### src/rtl/sec_snapshot_counter.sv
`timescale 1ns/1ps
module sec_snapshot_counter #(
  parameter int unsigned TICK_DIV = 32768,
  parameter int unsigned CW       = 32,
  parameter int unsigned AW       = 4,
  parameter int unsigned CTL_ADDR = 7
) (
  input  logic          clk,
  input  logic          rst_n,
  input  logic          bus_start,
  input  logic          bus_stop,
  input  logic          ptr_wrap,
  input  logic [AW-1:0] addr,
  input  logic          wr_en,
  input  logic [7:0]    wr_data,
  output logic [7:0]    rd_data
);
  localparam int unsigned NB = CW / 8;
  localparam int unsigned PW = (TICK_DIV > 1) ? $clog2(TICK_DIV) : 1;

  logic [CW-1:0] cnt, shadow;
  logic [CW-9:0] stage;
  logic [PW-1:0] pre;
  logic          halt;

  wire snap = bus_start | bus_stop | ptr_wrap;
  wire load = wr_en && (addr == AW'(NB - 1));
  wire tick = !halt && (pre == PW'(TICK_DIV - 1));

  always_ff @(posedge clk or negedge rst_n)
    if (!rst_n)        pre <= '0;
    else if (load)     pre <= '0;
    else if (!halt)    pre <= tick ? '0 : pre + 1'b1;

  always_ff @(posedge clk or negedge rst_n)
    if (!rst_n)        cnt <= '0;
    else if (load)     cnt <= {wr_data, stage};
    else if (tick)     cnt <= cnt + 1'b1;

  always_ff @(posedge clk or negedge rst_n)
    if (!rst_n)        shadow <= '0;
    else if (snap)     shadow <= cnt;

  always_ff @(posedge clk or negedge rst_n)
    if (!rst_n)        halt <= 1'b0;
    else if (wr_en && addr == AW'(CTL_ADDR)) halt <= wr_data[7];

  always_ff @(posedge clk or negedge rst_n)
    if (!rst_n) stage <= '0;
    else
      for (int i = 0; i < NB - 1; i++)
        if (wr_en && addr == AW'(i)) stage[8*i +: 8] <= wr_data;

  always_comb begin
    rd_data = 8'h00;
    for (int i = 0; i < NB; i++)
      if (addr == AW'(i)) rd_data = shadow[8*i +: 8];
    if (addr == AW'(CTL_ADDR)) rd_data = {halt, 7'b0};
  end
endmodule

### config.mk
export PLATFORM = sky130hd
export DESIGN_NAME = sec_snapshot_counter
export DESIGN_NICKNAME = d
export VERILOG_FILES = /design/src/rtl/sec_snapshot_counter.sv
export SDC_FILE = /design/constraint.sdc
export NUM_CORES = 1
export LEC_CHECK = 0
export BUFFER_PORTS_ARGS = -buffer_cell sky130_fd_sc_hd__buf_2
export CAP_MARGIN = 15
export CORE_MARGIN = 2
export CORE_UTILIZATION = 44
export DETAILED_ROUTE_END_ITERATION = 6
export PLACE_DENSITY = 0.64
export SYNTH_ARGS = -nofsm -noshare
export SYNTH_HDL_FRONTEND = slang
export SYNTH_SLANG_ARGS = --single-unit
### constraint.sdc
create_clock -name clk -period 2.33 [get_ports clk]
set_input_delay 0.1165 -clock clk [delete_from_list [all_inputs] [get_ports clk]]
set_output_delay 0.1165 -clock clk [all_outputs]
set_load 0.01 [all_outputs]
# ---- Word level (Yosys, flattened, before mapping)
# Cells that the tools add are included.
dict set report classes {
  add_sub_neg 2
  n_eq_ne 6
  n_mux 10
  n_bitwise 2
  n_reduce_logical 9
}
# op count
set op_table {}
lappend op_table {{32-bit 2-to-1 mux} 2}
lappend op_table {{15-bit 2-to-1 mux} 3}
lappend op_table {{8-bit 2-to-1 mux} 5}
lappend op_table {{32-bit by 1-bit adder with 32-bit output (second input constant)} 1}
lappend op_table {{15-bit by 1-bit adder with 15-bit output (second input constant)} 1}
lappend op_table {{15-bit == test (second input constant)} 1}
lappend op_table {{4-bit by 2-bit == test with 1-bit output (second input constant)} 2}
lappend op_table {{1-bit logical AND} 6}
lappend op_table {{4-bit by 1-bit == test with 1-bit output (second input constant)} 1}
lappend op_table {{4-bit by 3-bit == test with 1-bit output (second input constant)} 1}
lappend op_table {{4-bit logical NOT} 1}
lappend op_table {{2-bit by 1-bit inequality test with 1-bit output (second input constant)} 1}
lappend op_table {{1-bit OR} 2}
lappend op_table {{2-bit nonzero test} 1}
lappend op_table {{1-bit logical NOT} 1}
dict set report word_totals {
  reg_bits 104
  in_bits 18
  output_inout_bits 8
}

# ---- Depth between registers and ports, before layout
dict set report logic_depth {
  depth_word 6
  ltp_mapped 8
  mapped_depth_nobuf 6
}

# ---- Worst setup path after synthesis
# OpenSTA, ideal clock, no wires.
dict set report synth_timing {
  kind {register -> register}
  from {register pre[0]}
  to {register cnt[25]}
  setup_ns 0.077
  arrival_time_ns 2.106
  required_time_ns 2.253
  path_slack_ns 0.146
  stages_incl_launch_ff 8
  n_path_buf 1
  period_less_slack_ns 2.184
  cell_sequence {dfrtp_1 -> ha_1 -> nand4b_1 -> or4_1 -> buf_2 -> or4b_4 -> xor2_1 -> a21oi_1}
}
dict set report synth_between {
  elab_chain_cells 3
}
# item line_no
set synth_rtl {}
lappend synth_rtl {{from (decl)} 23} ;# logic [PW-1:0] pre;
lappend synth_rtl {{from (signal assigned)} 33} ;# else if (!halt) pre <= tick ? '0 : pre + 1'b1;
lappend synth_rtl {{15-bit == test} 28} ;# wire tick = !halt && (pre == PW'(TICK_DIV - 1));
lappend synth_rtl {{1-bit logical AND} 28}
lappend synth_rtl {{2-bit nonzero test (no line)} n/a}
lappend synth_rtl {{to (signal assigned)} 37} ;# else if (load) cnt <= {wr_data, stage};
lappend synth_rtl {{to (signal assigned)} 38} ;# else if (tick) cnt <= cnt + 1'b1;
lappend synth_rtl {{to (decl)} 21} ;# logic [CW-1:0] cnt, shadow;
# Every way passes these cells.
# A chain may end at the register's enable or synchronous reset.

# ---- Worst setup path after layout
dict set report layout_timing {
  from {register pre[1]}
  to {register cnt[25]}
}
# Same word-level chain as after synthesis.

==> impl_summary.md <==
Power
The cell-internal power is ~3.5 mW. The relative contribution of sequential cells to total power is about half. The power density normalized to cell area is 857 mW/mm^2. The clock network accounts for 27.9% of the total power. The switching component of the power is about 1.5 mW.

The combinational group share of total power is 20.7%. For this design the static power due to leakage is approximately 2.5 nW. The worst supply voltage drop on vdd is between 0.3 and 0.4 mV. The total power consumption of the routed design is 5.01 mW.

Of the total power, the share spent switching nets is a little under a third.

Global routing
After global routing the overflow that remains totals 0. The overall track demand over capacity in global routing is between 20% and 30%. The first-pass GRT wire length is roughly 20 mm. The number of global-route vias before repair was approximately 3800. The number of antenna violations at the first check in global routing came to 0.

Entering global routing, the biggest net connects 45 pins.

Floorplanning
In this run the core area contains 39 standard-cell rows. The die covers about 0.012 mm^2. The I/O pin count is 26. The floorplan step set the die width to between 100 and 150 um. The core region is 0.0114 mm^2. The initial standard-cell utilization of the core is 45.0%.

In this run the vertical extent of the chip is ~110 um.

STA
The fmax is approximately 0.45 GHz. Once routing completed, OpenROAD measured the worst setup slack at ~0.085 ns. The clock arrives with just under 0.008 ns of skew. The routed design could run at a clock period as short as 2.24 ns. The setup TNS is 0 ns.

The total of endpoints with negative setup slack in the final report is 0. The count of endpoints failing hold in the final timing report is 0. The final critical path takes up a little over nine tenths of the cycle. The tightest slew margin relative to the limit is about three fifths. Setup repair after global routing left no endpoint under its margin. The final hold slack is between 0.07 and 0.08 ns.

The number of max-slew violations in the final report is 0. At the pin with the least slew margin, the transition time is between 0.5 and 0.6 ns.

Yosys
The xor/xnor cell area share of the yosys netlist is roughly 5.5%. The dominant combinational cell family by area after synthesis is simple AND/OR/NAND/NOR gates. The total nets after synthesis is about 500. Summed over its instances, the top area cell type makes up between 50% and 60% of the synthesized netlist area. The fraction of the mapped netlist area in adder cells is less than 1%.

In the post-synthesis netlist, the biggest area contributors are sky130_fd_sc_hd__dfrtp_1 (51%), sky130_fd_sc_hd__mux2_2 (14%), sky130_fd_sc_hd__xor2_1 (4.8%). The post-synth design cell area is a little over 0.005 mm^2. Measured against the total synthesized area, the mux share comes to between 10 and 15%. For this run, the leading register cell type out of synthesis is sky130_fd_sc_hd__dfrtp_1.

The count of different cell masters after synthesis is between 40 and 50. The most area-hungry cell type in the Yosys netlist is sky130_fd_sc_hd__dfrtp_1. The simple-gate share of the synthesized area is about 18%. The number of warnings reported in the yosys synthesis log is 0. The number of synthesized flops with an enable pin is 0. Summing the areas of all compound-gate instances in the mapped netlist gives 8.64% of the synthesized area. The cell count after synthesis is a little under 500. The number of register bits inferred by synthesis is around 100.

The proportion of synthesized flip-flops having asynchronous set or reset is 100%. The mean post-synth cell area is around 10 um^2. The fraction of the yosys area taken by sequential cells is 50.9%.

Route
After detailed routing, the number of remaining DRC violations is 0. The violation count after the first detailed-routing iteration is around 300. The via-per-instance ratio is slightly below 6. The wire length per cell after detailed routing is roughly 18 um. The first-pass iteration count of the detailed router is 5. The routed via count is between 3000 and 4000. In this run the remaining antenna-violating nets after routing total 0. The final wirelength is around 12 mm.

Setup path
The largest driver fanout on the critical path is 6. For the worst setup path, the data required time is around 2.6 ns. Among cell families on the critical path, the largest total delay comes from simple AND/OR/NAND/NOR gates. The cell type of the slowest stage on the worst timing path is sky130_fd_sc_hd__or4b_4. The worst setup path is captured at a flop. The data arrival time of the critical path is roughly 2.5 ns. On the worst path, the slowest cell contributes a delay of around 0.56 ns. The critical path launch point type is a flop. The critical path goes through ha_1 -> nand4b_1 -> or4_1 -> or4b_4 -> xor2_1 -> a21oi_1.

The start-to-end type of the worst setup path is flop to flop. The worst register-to-register path begins at pre[1]$_DFFE_PN0P_. The number of buffer and inverter stages on the critical path is 0. The launch point of the worst path is pre[1]$_DFFE_PN0P_.

Layout
In the final layout, the share of cells above drive strength 1 is roughly a quarter. Measured on the finished design, the core utilization comes to between 50 and 60%. The area of all placed cells without fillers is 0.00585 mm^2. The count of antenna diodes in the layout is 0.

The layout filler cell count is roughly 1000. The synthesis-to-finish area growth is 14.5%. The final net count is about 550. Leaving out filler cells and counting taps, the final layout contains 677.

CTS
Counting the buffers created by CTS gives 9. The H-tree was split into 3 levels. The largest buffer count on any clock path is 2. The clock tree from TritonCTS is yes. CTS saw 104 sinks.

The cell chosen for the clock root is sky130_fd_sc_hd__clkbuf_16. Clock-pin slew was measured on the worst setup and hold paths at roughly 0.070 ns. The clock reaches the later pin of the worst-skew pair after about 0.35 ns.

Place
Counting tap cells, the placed design contains a total of 660 instances. The placed wire-length estimate is ~9 mm. Before CTS, the worst setup slack after placement is around 0.16 ns.

Input and output buffers added on the ports amount to 25. The congestion estimate from routability-driven global placement came to 0.883. The placed instances occupy a cell area of around 0.0056 mm^2.

Worst hold path
The tightest min-delay check is of the input pin to flop type. The worst hold path begins at wr_data[1].

Run
The number of max-cap violations is 0.

Outcome
The flow ran to the end, and the final reports show no timing, DRC or antenna violations.
-- repair_timing --
action                                 in CTS  in global routing
endpoints found under the hold margin      42                  0
setup buffers                               0                  0
setup endpoints to repair                   0                  1
hold buffers                                1                  0
resized for setup                           0                  1
-- path summary, 6_finish.rpt --
path,to,slack (ns),cells past startpoint
setup / recovery,cnt[25]$_DFFE_PN0P_,0.09,6
hold / removal,stage[17]$_DFFE_PN0P_,0.07,2
setup reg to reg,cnt[25]$_DFFE_PN0P_,0.09,6
hold reg to reg,cnt[4]$_DFFE_PN0P_,0.48,2
max in group asynchronous,pre[9]$_DFFE_PN0P_,1.32,3
min in group asynchronous,cnt[23]$_DFFE_PN0P_,0.30,2
-- cell type report --
type                            count  area (um^2)  area share [%]
Clock inverter                      6         43.8           0.748
Multi-Input combinational cell    349         2400            41.0
Sequential cell                   104         2600            44.5
Clock buffer                       10          229            3.91
Tap cell                          143          179            3.06
Timing Repair Buffer               53          353            6.03
Inverter                           12         45.0           0.770
-- synthesized netlist by cell type (5+ instances only) --
library cell and instances:
sky130_fd_sc_hd__a31oi_1 5, sky130_fd_sc_hd__or3_1 5, sky130_fd_sc_hd__nand4_1 19, sky130_fd_sc_hd__nand3_1 23, sky130_fd_sc_hd__nand2_1 42, sky130_fd_sc_hd__clkbuf_1 20, sky130_fd_sc_hd__a21oi_1 16, sky130_fd_sc_hd__mux2_2 62
sky130_fd_sc_hd__xor2_1 28, sky130_fd_sc_hd__dfrtp_1 104, sky130_fd_sc_hd__o21ai_0 48, sky130_fd_sc_hd__and3_1 8, sky130_fd_sc_hd__and2_1 6, sky130_fd_sc_hd__inv_1 12, sky130_fd_sc_hd__nor2_1 33, sky130_fd_sc_hd__nor4_1 6
sky130_fd_sc_hd__nor3_1 6
-- flip-flops by register name, indices dropped and copies added (netlist names) --
signal / cells
shadow: 32
stage: 24
pre: 15
halt: 1
cnt: 32
-- routing by layer --
layer / wire [um] / part of all wire [%] / up-vias / GRT usage (%)
met5: 0 / 0 / - / 0
met1: 6100 / 49 / 1958 / 31.3
met3: 687 / 5.5 / 14 / 3.27
li1: - / - / 1828 / -
met4: 187 / 1.5 / 0 / 6.67
met2: 5480 / 44 / 115 / 31.1
-- power by group through the flow --
stage / Sequential [mW] / Combinational [mW] / Clock (mW)
5_1_grt: 2.63 / 1.16 / 1.50
4_1_cts: 2.57 / 1.04 / 1.43
2_1_floorplan: 2.50 / 0.666 / 0
6_report: 2.58 / 1.04 / 1.40
3_3_place_gp: 2.57 / 0.990 / 0
3_5_place_dp: 2.60 / 1.02 / 0
-- cells by family after synthesis --
| logic type | after synthesis |
|---|---|
| fa+ha+maj | 2 |
| simple gates | 171 |
| buf+inv | 34 |
| xor+xnor | 32 |
| mux | 64 |
| compound gates | 80 |
| flops | 104 |
-- placed cells by master, fill, tap and decap left out, drive strengths merged, types with 2 or more instances in the layout --
cell type,Yosys,final
inv,12,14
nand4,20,20
or3,7,7
or2,2,2
o21ai,49,49
and3,10,10
or4,4,4
a21oi,16,16
nor2,33,33
clkinv,0,3
xnor2,4,4
nand3,23,23
and2,6,6
nand2,42,42
ha,2,2
xor2,28,28
or4b,2,2
o31ai,2,2
and4,4,4
clkbuf,20,10
dfrtp,104,104
buf,2,52
a31oi,5,5
nand3b,2,2
mux2,62,62
nor4,6,6
nor3,6,6
(Power assumes the default switching activity.)
